File: src/rtl/i2c_seq_pkg.sv
package i2c_seq_pkg;

   typedef enum logic [1:0] {
      OP_READ  = 2'd0,
      OP_WRITE = 2'd1,
      OP_PROBE = 2'd2,
      OP_BAD   = 2'd3
   } seq_op_e;

   typedef enum logic [1:0] {
      CND_NONE  = 2'd0,
      CND_START = 2'd1,
      CND_STOP  = 2'd2
   } bcond_e;

   typedef enum logic [1:0] {
      ACK_WAIT = 2'd0,
      ACK_GIVE = 2'd1,
      ACK_NACK = 2'd2
   } back_e;

   typedef enum logic [3:0] {
      ST_IDLE,
      ST_PRE,
      ST_CHIPW,
      ST_ADDR,
      ST_CHIPR,
      ST_RD,
      ST_WR,
      ST_PRBA,
      ST_PRBR,
      ST_POST
   } seq_st_e;

   typedef struct packed {
      bcond_e     cond;
      back_e      ack;
      logic       wr;
      logic [7:0] data;
   } byte_req_t;

endpackage

File: src/rtl/i2c_seq_chk.sv
module i2c_seq_chk
   import i2c_seq_pkg::*;
#(
   parameter int MAX_AB = 3,
   parameter int CNT_W  = 8,
   localparam int ALEN_W = $clog2(MAX_AB + 1)
) (
   input  seq_op_e           op,
   input  logic [ALEN_W-1:0] alen,
   input  logic [CNT_W-1:0]  count,
   output logic              legal
);

   logic mem_op;
   logic alen_ok;

   assign mem_op  = (op == OP_READ) || (op == OP_WRITE);
   assign alen_ok = (alen != '0) && (int'(alen) <= MAX_AB);
   assign legal   = (op == OP_PROBE) || (mem_op && alen_ok && (count != '0));

endmodule

File: src/rtl/i2c_seq_amux.sv
module i2c_seq_amux #(
   parameter int MAX_AB = 3,
   parameter int IDX_W  = 2
) (
   input  logic [8*MAX_AB-1:0] addr,
   input  logic [IDX_W-1:0]    idx,
   output logic [7:0]          sel
);

   logic [7:0] lanes [MAX_AB];

   for (genvar g = 0; g < MAX_AB; g++) begin : g_lane
      assign lanes[g] = addr[8*g +: 8];
   end

   always_comb begin
      sel = '0;
      for (int i = 0; i < MAX_AB; i++) begin
         if (idx == IDX_W'(i)) sel = lanes[i];
      end
   end

endmodule

File: src/rtl/i2c_seq_fsm.sv
module i2c_seq_fsm
   import i2c_seq_pkg::*;
#(
   parameter int MAX_AB = 3,
   parameter int CNT_W  = 8,
   localparam int ALEN_W = $clog2(MAX_AB + 1),
   localparam int IDX_W  = (MAX_AB > 1) ? $clog2(MAX_AB) : 1,
   localparam int AW     = 8 * MAX_AB
) (
   input  logic              clk,
   input  logic              rst_n,
   input  logic              cmd_start,
   input  seq_op_e           cmd_op,
   input  logic [6:0]        cmd_chip,
   input  logic [AW-1:0]     cmd_addr,
   input  logic [ALEN_W-1:0] cmd_alen,
   input  logic [CNT_W-1:0]  cmd_count,
   input  logic              cmd_legal,
   input  logic [7:0]        abyte,
   output logic [AW-1:0]     addr_q,
   output logic [IDX_W-1:0]  aidx,
   input  logic [7:0]        wr_data,
   output logic              wr_take,
   output logic [7:0]        rd_data,
   output logic              rd_valid,
   output logic              busy,
   output logic              done,
   output logic              fail,
   output logic              eng_rst,
   output logic              eng_req,
   output byte_req_t         breq,
   input  logic              eng_done,
   input  logic              eng_ok,
   input  logic [7:0]        eng_rdata
);

   seq_st_e          st;
   seq_op_e          op_q;
   logic             pend;
   logic [6:0]       chip_q;
   logic [CNT_W-1:0] cnt_q;
   logic             fail_q;
   logic             last;
   logic             in_byte;

   assign last    = (cnt_q == CNT_W'(1));
   assign in_byte = (st == ST_CHIPW) || (st == ST_ADDR) || (st == ST_CHIPR) ||
                    (st == ST_RD) || (st == ST_WR) || (st == ST_PRBA) || (st == ST_PRBR);
   assign eng_req = in_byte && !pend;
   assign wr_take = eng_req && (st == ST_WR);
   assign eng_rst = (st == ST_PRE) || (st == ST_POST);
   assign busy    = (st != ST_IDLE);

   always_comb begin
      breq = '{cond: CND_NONE, ack: ACK_WAIT, wr: 1'b1, data: 8'h00};
      unique case (st)
         ST_CHIPW: begin
            breq.cond = CND_START;
            breq.data = {chip_q, 1'b0};
         end
         ST_ADDR: breq.data = abyte;
         ST_CHIPR, ST_PRBA: begin
            breq.cond = CND_START;
            breq.data = {chip_q, 1'b1};
         end
         ST_RD: begin
            breq.wr = 1'b0;
            if (last) begin
               breq.cond = CND_STOP;
               breq.ack  = ACK_NACK;
            end else begin
               breq.ack  = ACK_GIVE;
            end
         end
         ST_PRBR: begin
            breq.wr   = 1'b0;
            breq.cond = CND_STOP;
            breq.ack  = ACK_NACK;
         end
         ST_WR: begin
            breq.data = wr_data;
            if (last) breq.cond = CND_STOP;
         end
         default: ;
      endcase
   end

   always_ff @(posedge clk) begin
      if (!rst_n) begin
         st       <= ST_IDLE;
         op_q     <= OP_READ;
         pend     <= 1'b0;
         chip_q   <= '0;
         addr_q   <= '0;
         aidx     <= '0;
         cnt_q    <= '0;
         fail_q   <= 1'b0;
         done     <= 1'b0;
         fail     <= 1'b0;
         rd_valid <= 1'b0;
         rd_data  <= '0;
      end else begin
         done     <= 1'b0;
         rd_valid <= 1'b0;
         unique case (st)
            ST_IDLE: begin
               if (cmd_start) begin
                  if (cmd_legal) begin
                     st     <= ST_PRE;
                     op_q   <= cmd_op;
                     chip_q <= cmd_chip;
                     addr_q <= cmd_addr;
                     aidx   <= IDX_W'(int'(cmd_alen) - 1);
                     cnt_q  <= cmd_count;
                     fail_q <= 1'b0;
                  end else begin
                     done <= 1'b1;
                     fail <= 1'b1;
                  end
               end
            end
            ST_PRE: begin
               st   <= (op_q == OP_PROBE) ? ST_PRBA : ST_CHIPW;
               pend <= 1'b0;
            end
            ST_POST: begin
               st   <= ST_IDLE;
               done <= 1'b1;
               fail <= fail_q;
            end
            default: begin
               if (!pend) begin
                  pend <= 1'b1;
               end else if (eng_done) begin
                  pend <= 1'b0;
                  if (!eng_ok) begin
                     fail_q <= 1'b1;
                     st     <= ST_POST;
                  end else begin
                     unique case (st)
                        ST_CHIPW: st <= ST_ADDR;
                        ST_ADDR: begin
                           if (aidx == '0) st <= (op_q == OP_READ) ? ST_CHIPR : ST_WR;
                           else            aidx <= aidx - 1'b1;
                        end
                        ST_CHIPR: st <= ST_RD;
                        ST_RD: begin
                           rd_valid <= 1'b1;
                           rd_data  <= eng_rdata;
                           if (last) st <= ST_POST;
                           else      cnt_q <= cnt_q - 1'b1;
                        end
                        ST_WR: begin
                           if (last) st <= ST_POST;
                           else      cnt_q <= cnt_q - 1'b1;
                        end
                        ST_PRBA: st <= ST_PRBR;
                        default: st <= ST_POST;
                     endcase
                  end
               end
            end
         endcase
      end
   end

   // a request is a single-cycle pulse
   a_r10_req_pulse: assert property (@(posedge clk) disable iff (!rst_n)
      eng_req |=> !eng_req);

   // NACK policy only on the closing receive byte
   a_r5_nack_stop: assert property (@(posedge clk) disable iff (!rst_n)
      (eng_req && breq.ack == ACK_NACK) |-> (breq.cond == CND_STOP && !breq.wr));

   // every START is a transmit of this command's chip address
   a_r1_start_chip: assert property (@(posedge clk) disable iff (!rst_n)
      (eng_req && breq.cond == CND_START) |-> (breq.wr && breq.data[7:1] == chip_q));

   // no request overlaps an engine reset
   a_r8_rst_quiet: assert property (@(posedge clk) disable iff (!rst_n)
      eng_rst |-> !eng_req);

   // read data only follows a good engine response
   a_r4_rd_after_ok: assert property (@(posedge clk) disable iff (!rst_n)
      rd_valid |-> $past(eng_done && eng_ok));

   // an illegal command finishes at once with failure
   a_r11_illegal: assert property (@(posedge clk) disable iff (!rst_n)
      (cmd_start && !busy && !cmd_legal) |=> (done && fail && !busy));

   // done is a single-cycle pulse
   a_r9_done_pulse: assert property (@(posedge clk) disable iff (!rst_n)
      done |=> !done);

endmodule

File: src/rtl/i2c_mem_seq.sv
module i2c_mem_seq
   import i2c_seq_pkg::*;
#(
   parameter int MAX_AB = 3,
   parameter int CNT_W  = 8,
   localparam int ALEN_W = $clog2(MAX_AB + 1),
   localparam int IDX_W  = (MAX_AB > 1) ? $clog2(MAX_AB) : 1,
   localparam int AW     = 8 * MAX_AB
) (
   input  logic              clk,
   input  logic              rst_n,
   input  logic              cmd_start,
   input  logic [1:0]        cmd_op,
   input  logic [6:0]        cmd_chip,
   input  logic [AW-1:0]     cmd_addr,
   input  logic [ALEN_W-1:0] cmd_alen,
   input  logic [CNT_W-1:0]  cmd_count,
   output logic              busy,
   output logic              done,
   output logic              fail,
   input  logic [7:0]        wr_data,
   output logic              wr_take,
   output logic [7:0]        rd_data,
   output logic              rd_valid,
   output logic              eng_rst,
   output logic              eng_req,
   output logic [1:0]        eng_cond,
   output logic [1:0]        eng_ack,
   output logic              eng_wr,
   output logic [7:0]        eng_wdata,
   input  logic              eng_done,
   input  logic              eng_ok,
   input  logic [7:0]        eng_rdata
);

   if (MAX_AB < 1 || MAX_AB > 4) begin : g_bad_ab
      $error("MAX_AB must lie in 1..4");
   end
   if (CNT_W < 1 || CNT_W > 16) begin : g_bad_cnt
      $error("CNT_W must lie in 1..16");
   end

   seq_op_e          op_e;
   logic             legal;
   logic [AW-1:0]    addr_q;
   logic [IDX_W-1:0] aidx;
   logic [7:0]       abyte;
   byte_req_t        breq;

   assign op_e = seq_op_e'(cmd_op);

   i2c_seq_chk #(.MAX_AB(MAX_AB), .CNT_W(CNT_W)) chk_i (
      .op(op_e), .alen(cmd_alen), .count(cmd_count), .legal(legal)
   );

   i2c_seq_amux #(.MAX_AB(MAX_AB), .IDX_W(IDX_W)) amux_i (
      .addr(addr_q), .idx(aidx), .sel(abyte)
   );

   i2c_seq_fsm #(.MAX_AB(MAX_AB), .CNT_W(CNT_W)) fsm_i (
      .clk(clk), .rst_n(rst_n),
      .cmd_start(cmd_start), .cmd_op(op_e), .cmd_chip(cmd_chip),
      .cmd_addr(cmd_addr), .cmd_alen(cmd_alen), .cmd_count(cmd_count),
      .cmd_legal(legal), .abyte(abyte), .addr_q(addr_q), .aidx(aidx),
      .wr_data(wr_data), .wr_take(wr_take),
      .rd_data(rd_data), .rd_valid(rd_valid),
      .busy(busy), .done(done), .fail(fail),
      .eng_rst(eng_rst), .eng_req(eng_req), .breq(breq),
      .eng_done(eng_done), .eng_ok(eng_ok), .eng_rdata(eng_rdata)
   );

   assign eng_cond  = breq.cond;
   assign eng_ack   = breq.ack;
   assign eng_wr    = breq.wr;
   assign eng_wdata = breq.data;

endmodule

File: config.mk
export PLATFORM = sky130hd
export DESIGN_NAME = i2c_mem_seq
export DESIGN_NICKNAME = d
export VERILOG_FILES = /design/src/rtl/i2c_seq_pkg.sv /design/src/rtl/i2c_seq_chk.sv /design/src/rtl/i2c_seq_amux.sv /design/src/rtl/i2c_seq_fsm.sv /design/src/rtl/i2c_mem_seq.sv
export SDC_FILE = /design/constraint.sdc
export NUM_CORES = 1
export LEC_CHECK = 0
export ABC_AREA = 1
export BUFFER_PORTS_ARGS = -buffer_cell sky130_fd_sc_hd__buf_2
export CAP_MARGIN = 20
export CORE_ASPECT_RATIO = 1.75
export CORE_MARGIN = 2
export CORE_UTILIZATION = 53
export CTS_CLUSTER_DIAMETER = 120
export DETAILED_ROUTE_END_ITERATION = 6
export HOLD_SLACK_MARGIN = 0.06
export PLACE_DENSITY = 0.84
export SYNTH_ARGS = -nofsm -noshare
export SYNTH_HDL_FRONTEND = slang
export SYNTH_SLANG_ARGS = --single-unit
File: constraint.sdc
create_clock -name clk -period 1.7 [get_ports clk]
set_input_delay 0.085 -clock clk [delete_from_list [all_inputs] [get_ports clk]]
set_output_delay 0.085 -clock clk [all_outputs]
set_load 0.01 [all_outputs]
==> results of run 1 <==
[how the worst max path moves through the flow]
| stage | startpoint | endpoint | slack, ns | cells past startpoint |
|---|---|---|---|---|
| after floorplan | fsm_i.st[1] | fsm_i.cnt_q[4] | 0.19 | 11 |
| after global placement | fsm_i.st[3] | fsm_i.st[1] | -0.16 | 9 |
| after detailed placement | fsm_i.st[3] | fsm_i.st[1] | -0.1 | 9 |
| after CTS | fsm_i.aidx[0] | eng_wdata[2] | -0.13 | 7 |
| after global routing | fsm_i.aidx[1] | eng_wdata[5] | -0.34 | 8 |
| final | fsm_i.aidx[1] | eng_wdata[5] | -0.36 | 8 |
[synthesized netlist by cell type (2+ instances only)]
cell type | number | area share, %
sky130_fd_sc_hd__a21oi_1 | 17 | 2.5
sky130_fd_sc_hd__a31oi_1 | 2 | 0.37
sky130_fd_sc_hd__and2_1 | 2 | 0.37
sky130_fd_sc_hd__buf_2 | 7 | 1.0
sky130_fd_sc_hd__buf_6 | 3 | 1.0
sky130_fd_sc_hd__clkbuf_1 | 9 | 1.0
sky130_fd_sc_hd__clkinv_1 | 2 | 0.22
sky130_fd_sc_hd__dfxtp_1 | 60 | 36
sky130_fd_sc_hd__ha_1 | 6 | 2.2
sky130_fd_sc_hd__inv_1 | 58 | 6.5
sky130_fd_sc_hd__inv_2 | 3 | 0.34
sky130_fd_sc_hd__nand2_1 | 149 | 17
sky130_fd_sc_hd__nand2_2 | 2 | 0.37
sky130_fd_sc_hd__nand3_1 | 11 | 1.6
sky130_fd_sc_hd__nand3_2 | 2 | 0.60
sky130_fd_sc_hd__nand4_1 | 12 | 2.2
sky130_fd_sc_hd__nor2_1 | 113 | 13
sky130_fd_sc_hd__nor2_2 | 2 | 0.37
sky130_fd_sc_hd__nor2_4 | 5 | 1.7
sky130_fd_sc_hd__nor3_1 | 9 | 1.3
sky130_fd_sc_hd__o211ai_1 | 7 | 1.6
sky130_fd_sc_hd__o21ai_0 | 31 | 4.6
sky130_fd_sc_hd__o21ai_1 | 3 | 0.45
sky130_fd_sc_hd__o221ai_1 | 7 | 1.8
[metrics by stage]
step | utilization, % | total power, mW | instance area [µm²] | worst slack [ns]
2_1_floorplan | - | 4.002 | 3361 | 0.1905
3_3_place_gp | 63.60 | 4.674 | 3931 | -0.1599
3_5_place_dp | 63.60 | 4.745 | 3931 | -0.09973
4_1_cts | 79.17 | 6.441 | 4893 | -0.1283
5_1_grt | 83.91 | 8.010 | 5186 | -0.3413
6_report | 83.91 | 7.730 | 5186 | -0.3628
[registers in the layout (all words and copies together), names as in the netlist]
signal and cells:
fsm_i.addr_q 24, fsm_i.pend 1, fsm_i.done 1, fsm_i.chip_q 7, fsm_i.cnt_q 8, fsm_i.rd_data 8, fsm_i.fail_q 1, fsm_i.rd_valid 1
fsm_i.fail 1, fsm_i.op_q 2, fsm_i.aidx 2, fsm_i.st 4
[per-layer routing]
| layer | GRT usage [%] | vias to the layer above | part of all wire [%] |
|---|---|---|---|
| li1 | - | 1998 | - |
| met1 | 40.40 | 2150 | 30 |
| met2 | 71.73 | 496 | 46 |
| met3 | 11.05 | 216 | 12 |
| met4 | 36.47 | 0 | 12 |
| met5 | 0 | - | 0 |
[kinds of logic after synthesis]
logic type	after synthesis	share of synthesized area, %
AOI/OAI and AO/OA	70	12.03
xor gates and xnor gates	1	0.2607
adders and majority gates	6	2.234
buffers and inverters	83	10.31
DFF	60	35.74
muxes	1	0.2979
and+or+nand+nor	311	39.13
[layout make-up]
cell class | instances | area, µm² | share of cell area, %
clock inverter | 1 | 5.005 | 0.09650
timing repair inverter | 1 | 7.507 | 0.1448
tap | 80 | 100.1 | 1.930
inverter | 63 | 262.8 | 5.066
clock buffer | 15 | 176.4 | 3.402
timing repair buffer | 165 | 1212 | 23.38
sequential | 60 | 1222 | 23.57
multi-input combinational | 390 | 2200 | 42.41
[power by group]
| group | leakage (nW) | switching, mW | internal (mW) |
|---|---|---|---|
| Combinational | 1.94 | 2.88 | 1.55 |
| Sequential | 0.494 | 0.297 | 1.74 |
| Clock | 0.0937 | 0.609 | 0.650 |
| Total | 2.52 | 3.79 | 3.94 |
[critical path: cells and delay by family, from the launching register on]
| family | cells | cell delay (ns) |
|---|---|---|
| buffers and inverters | 4 | 0.47 |
| adder cells (fa/ha/maj) | 1 | 0.18 |
| AO/OA/AOI/OAI | 3 | 0.58 |
| flip-flops | 1 | 0.37 |
[timing repair]
item / 4_1_cts / 5_1_grt
buffers inserted: 6 / 10
endpoints found under the hold margin: 41 / 0
hold buffers: 41 / 0
cloned: 1 / 3
pin swaps: 15 / 16
endpoints found under the setup margin: 24 / 56
resized for setup: 73 / 44
==> results.md, run 1 <==
- In the final routed layout, each cell accounts on average for 22.48 µm.
- Setup repair after global routing could not meet its margin everywhere.
- At the worst endpoint, the required time is 1.62 ns.
- The post-route netlist has 32.09% of its cells at a drive strength greater than 1.
- The vertical die dimension is 109.3 µm.
- The detailed-routing iteration count for the pre-antenna-repair pass is 7.
- The dominant register cell in the synthesized netlist is sky130_fd_sc_hd__dfxtp_1.
- Summing every instance area after synthesis gives around 3400 µm².
- The worst pin sits at a relative slew slack of between 70 and 80%.
- The number of cells produced by synthesis is about 530.
- The startpoint identified for the worst register-to-register timing path is fsm_i.st[1].
- In the layout the commonest cells are 140 x sky130_fd_sc_hd__nand2_1, 108 x sky130_fd_sc_hd__nor2_1, 91 x sky130_fd_sc_hd__buf_2.
- The number of antenna diodes in the final layout is 0.
- The run finished, with violations left.
- For the final database, setup skew stands at approximately 0.017 ns.
- For this design the top-level I/O count stands at 92.
- The clock net sink count is 60.
- The worst hold path begins at cmd_count[3].
- For this run, the top clock speed supported by timing is between 0.4 and 0.5 GHz.
- The total die area is ~7000 µm².
- For the worst-skew pair, the clock arrives at the later sink with an insertion delay of 0.37 ns.
- The number of buffers on the longest clock path is 2.
- The sum of routed wire length over all layers is 17420 µm.
- Data on the critical path arrives at its endpoint at 1.98 ns.
- When the netlist entered floorplanning its net count stood at 602.
- The worst setup path is launched from a flip-flop.
- The count of placed standard cells including taps is about 700.
- In this run the standard cell core region covers ~6000 µm².
- The number of distinct standard cells referenced by the synthesized netlist is 34.
- The Yosys step of the flow raised 0 warnings.
- The largest net degree at the start of global routing is 59.
- In the final timing run, aggregate negative setup slack is -2.707 ns.
- The number of levels the H-tree was split into is 3.
- The remaining routing DRC violations is 110.
- The cell with the largest stage delay on the worst path is sky130_fd_sc_hd__dfxtp_4.
- The final layout contains 760 nets.
- For this run, the total global-route usage over all layers was measured as approximately two fifths.
- In this run the critical register-to-register path is captured at fsm_i.aidx[0].
- The final period utilization is 121.3%.
- The final route contains 4860 vias.
- The largest single stage delay on the critical path is between 0.3 and 0.4 ns.
- The synthesized design contains 60 register bits.
- In this run, synthesis inferred 0 flip-flops with an integrated enable.
- The number of clock buffers inserted by TritonCTS is 9.
- Summed over all nets, the half-perimeter wirelength after detailed placement is approximately 7300 µm.
- The worst-case hold slack is 0.08866 ns.
- The filler cell count is about 340.
- After global routing the overflow that remains totals 0.
- The most common cell after layout, fill and taps aside is sky130_fd_sc_hd__nand2_1.
- Counting cells, the worst reg-to-reg path comes to 11.
- The root buffer cell is sky130_fd_sc_hd__clkbuf_8.
- Setup slack on the critical path of the routed design comes to -0.3628 ns.
- The initial antenna violation count was 0.
- The critical path is of the reg2out type.
- The final standard cell count with taps included and fillers excluded is around 780.
- The worst hold path cell count is 5.
- Summed over all cells, the static leakage comes to roughly 2.5 nW.
- Along the worst path, the maximum fanout reaches 6.
- Setup slack on the worst reg-to-reg path comes out at -0.11 ns.
- The worst path in the final design needs a cycle of 2.063 ns, including I/O delays and setup.
- The worst setup path is captured at a primary output.
- The total setup violations reported at the end of the flow is 21.
- The initialized floorplan defines 38 standard-cell rows.
- The via count of the first global-routing pass is around 4400.
- IR analysis of the VDD net gives a maximum drop of approximately 0.90 mV.
- The number of endpoints with negative hold slack in the final report is 0.
- The max-slew violation count is 0.
- The via-per-instance ratio is between 6 and 7.
- The sequential area share after synthesis is 35.74%.
- The area growth from synthesis to layout is 54.32%.
- The path with the worst hold slack has its endpoint at fsm_i.cnt_q[3].
- Once the floorplan was initialized, standard cells occupied ~54% of the core.
- The clock-pin slew on the worst setup and hold paths is around 0.080 ns.
- In the synthesized netlist the async set-or-reset flop fraction comes to 0%.
- Max-cap violations in this run came to 0.
- The mean post-synth cell area is between 6 and 7 µm².
- The count of input and output buffers is 91.
- TritonCTS built the clock tree.
- The checks that failed: design-rule violations, negative setup slack.
- The violation count after the first detailed-route iteration is between 700 and 800.
- At the pin with the least slew margin, the transition time is between 0.4 and 0.5 ns.
- Traced cell by cell, the critical path runs through inv_4, ha_4, inv_2, buf_6, o21ai_2, o221ai_4, o211ai_1, buf_2.
- The remaining antenna violation count after routing is 0.
- The wire length of the first global-routing pass is roughly 22000 µm.
- Routability-driven placement finished with a final weighted congestion of 0.9117.
- The total power density per cell area is between 1000 and 1500 nW/µm².
- The tightest min-delay check is of the in2reg type.
- The floorplan step set the die width to 64.20 µm.
Note: power is estimated with default switching activity, not from simulation.
==> run 2: changes to the inputs <==
--- a/config.mk
+++ b/config.mk
@@ -16,3 +16,3 @@
 export HOLD_SLACK_MARGIN = 0.06
-export PLACE_DENSITY = 0.84
+export PLACE_DENSITY = 0.91
 export SYNTH_ARGS = -nofsm -noshare
--- a/constraint.sdc
+++ b/constraint.sdc
@@ -3,2 +3,2 @@
 set_output_delay 0.085 -clock clk [all_outputs]
-set_load 0.01 [all_outputs]
+set_load 0.05 [all_outputs]
==> run 2 against run 1 <==
The run still ends with design-rule violations, negative setup slack left. Wire length fell by 6.9%. Fmax fell by 1.0%. Critical path depth fell by 1. Global-route usage fell by 0.60 points. Combinational power rose by 3%. Sequential power fell by 2%. Power rose by 0.76%. Clock power barely moved. Final cell count rose by 0.52%. Register-to-register slack got worse by 0.04 ns. Largest power group unchanged.
==> results.md, run 2 (synthesis gave the netlist of run 1 again) <==
- The run finished, with violations left.
- The final reports fail on design-rule violations, negative setup slack.
- In the layout the commonest cells are 142 x sky130_fd_sc_hd__nand2_1, 109 x sky130_fd_sc_hd__nor2_1, 76 x sky130_fd_sc_hd__buf_2.
- The post-layout worst setup margin is -0.3837 ns (-0.02089 ns).
- The worst setup slack for register-to-register paths was -0.15 ns (-0.04 ns).
- The count of input and output buffers was 91 (unchanged).
- The peak fanout along the critical path is 5 (-1).
- The path depth of the worst reg2reg path was 10 (-1).
- The reg-to-reg critical path endpoint is fsm_i.aidx[1].
- The final worst clock skew is 0.01894 ns (+0.001704 ns).
- The clock net sink count is 60 (unchanged).
- The number of flip-flops in the largest register is 24 (unchanged).
- The cell area after placement was 3974 µm² (+1.1%).
- The clock-pin slew on the worst setup and hold paths is 0.09 ns (about the same).
- The highest achievable clock rate was 0.4799 GHz (-1.0%).
- The data required time at the worst endpoint came to 1.62 ns (about the same).
- The total global routing track utilization is 41.02% (-0.60 points).
- The max-slew violation count came to 0 (unchanged).
- The remaining antenna violation count after routing is 0 (unchanged).
- The overall overflow remaining after global route is 0 (unchanged).
- The area growth from synthesis to layout is 51.97%.
- The root buffer cell is sky130_fd_sc_hd__clkbuf_8.
- The capture point of the critical path is eng_wdata[4].
- The worst-margin pin slew is 0.5222 ns (+0.07908 ns).
- The largest net degree at the start of global routing was 38 (-36%).
- The largest registers in the layout are fsm_i.addr_q (24), fsm_i.cnt_q (8), fsm_i.rd_data (8).
- The arrival time reported for the critical path endpoint was 2.00 ns (+0.02 ns).
- The total die area is 7019 µm² (unchanged).
- The type of the worst min-delay path is in2reg.
- The post-layout net count is 764 (+0.53%).
- The sum of routed wire length over all layers is 16230 µm (-6.9%).
- The number of maximum-capacitance violations came to 0 (unchanged).
- The number of levels the H-tree was split into is 3 (unchanged).
- The via-per-instance ratio was 6.089 (-2.9%).
- The effective utilization at floorplan is 54.37% (unchanged).
- The number of endpoints with negative hold slack in the final report is 0 (unchanged).
- The normalized max-slew margin is 65.15% (-5.1 points).
- The wire length of the first global-routing pass is 21180 µm (-3.1%).
- The kind of critical path is reg2out.
- The via count of the first global-routing pass was 4461 (+1.3%).
- The remaining routing DRC violations is 2 (-98%).
- The insertion delay of the later-clocked pin in the worst-skew pair is 0.38 ns (about the same).
- The largest voltage drop on the vdd net is 1.093 mV (+22%).
- The weighted congestion reported at the end of routability-driven placement is 0.9190 (+0.80%).
- The startpoint identified for the worst register-to-register timing path is fsm_i.st[3].
- The width of the die came to 64.20 µm (unchanged).
- The violation count after the first detailed-route iteration is 659 (-17%).
- The top register by number of flip-flops is fsm_i.addr_q.
- The routed length per instance is 20.83 µm (-7.3%).
- The initial antenna violation count came to 1 (+1).
- The total setup violations reported at the end of the flow is 21 (unchanged).
- The total via count after detailed routing is 4743 (-2.4%).
- The sum of net half-perimeters after detailed placement came to 7611 µm (+4.2%).
- The final critical path time including I/O delays and setup is 2.084 ns (+0.02089 ns).
- The design area was 5107 µm² (-1.5%).
- The fraction of layout instances using a drive strength above 1 is 31.52% (-0.57 points).
- The number of clock buffers inserted by TritonCTS came to 9 (unchanged).
- The static leakage power is 2.518 nW (-0.27%).
- The vertical die dimension was 109.3 µm (unchanged).
- The final period utilization is 122.6% (+1.2 points).
- In this run the worst setup path begins at fsm_i.aidx[1].
- The detailed-routing iteration count for the pre-antenna-repair pass is 7 (unchanged).
- The count of placed standard cells including taps is 699 (+0.14%).
- The I/O pin count was 92 (unchanged).
- Leaving out fill and tap cells, the most frequent cell in the layout is sky130_fd_sc_hd__nand2_1.
- Setup repair after global routing could not meet its margin everywhere.
- The total power density per cell area is 1525 nW/µm² (+2.3%).
- The kind of start point of the critical path is a flip-flop.
- The number of core rows was 38 (unchanged).
- The final standard cell count with taps included and fillers excluded is 779 (+0.52%).
- STA classifies the critical path endpoint as a primary output.
- The number of buffers on the longest clock path is 2 (unchanged).
- The core outline area came to 6181 µm² (unchanged).
- The CTS tree is built.
==> run 2: critical path: stages, from the launching register on <==
cell                         delay (ns)
sky130_fd_sc_hd__dfxtp_2           0.35
sky130_fd_sc_hd__inv_4             0.09
sky130_fd_sc_hd__ha_4              0.21
sky130_fd_sc_hd__clkinvlp_4        0.21
sky130_fd_sc_hd__o21ai_4           0.20
sky130_fd_sc_hd__o221ai_2          0.12
sky130_fd_sc_hd__o211ai_1          0.17
sky130_fd_sc_hd__buf_4             0.26
==> run 2: through the flow <==
step           setup WS [ns]  utilization, %  hold WS (ns)  setup TNS, ns  power [mW]
2_1_floorplan        -0.1897               -        0.2199         -1.179       4.414
3_3_place_gp         0.06620           64.29        0.3059              0       5.138
3_5_place_dp        -0.02133           64.29        0.3135       -0.04407       5.232
4_1_cts              -0.1372           77.73       0.06483        -0.9275       6.780
5_1_grt              -0.3864           82.63        0.1019         -5.115       8.116
6_report             -0.3837           82.63       0.05806         -3.318       7.788
==> run 2: timing repair <==
item	4_1_cts	5_1_grt
setup endpoints to repair	15	48
pin swaps	14	25
buffers inserted	12	8
gates resized for setup	65	64
hold endpoints to repair	41	0
hold buffers	41	0
cloned	1	2
==> run 2: area by class of cell <==
class | instances | area [µm²]
inverter | 63 | 264.0
fill | 343 | 1074
timing repair buffer | 168 | 1244
clock inverter | 2 | 10.01
sequential | 60 | 1221
antenna | 1 | 2.502
multi-input combinational | 390 | 2092
clock buffer | 13 | 158.9
tap | 80 | 100.1
timing repair inverter | 2 | 15.01
==> run 2: per-layer routing <==
layer | vias to the layer above | GRT usage, % | wire, µm | share of wire [%]
met2 | 452 | 70.31 | 7353 | 45
met1 | 2087 | 36.69 | 4794 | 30
li1 | 2003 | - | - | -
met3 | 201 | 13.20 | 1795 | 11
met4 | 0 | 39.97 | 2283 | 14
met5 | - | 3.125 | 0 | 0
==> run 2: worst min-delay path by stage <==
stage                  from               end  cells after the start
2_1_floorplan  cmd_addr[10]  fsm_i.addr_q[10]                      2
3_3_place_gp   cmd_addr[14]  fsm_i.addr_q[14]                      3
3_5_place_dp    cmd_chip[3]   fsm_i.chip_q[3]                      3
6_report       cmd_count[3]    fsm_i.cnt_q[3]                      5
4_1_cts        cmd_count[2]    fsm_i.cnt_q[2]                      5
5_1_grt        cmd_count[2]    fsm_i.cnt_q[2]                      5
==> run 2: where the power goes <==
group	switching [mW]	total [mW]	internal, mW
Clock	0.632	1.23	0.597
Sequential	0.251	1.99	1.74
Combinational	3.01	4.57	1.56
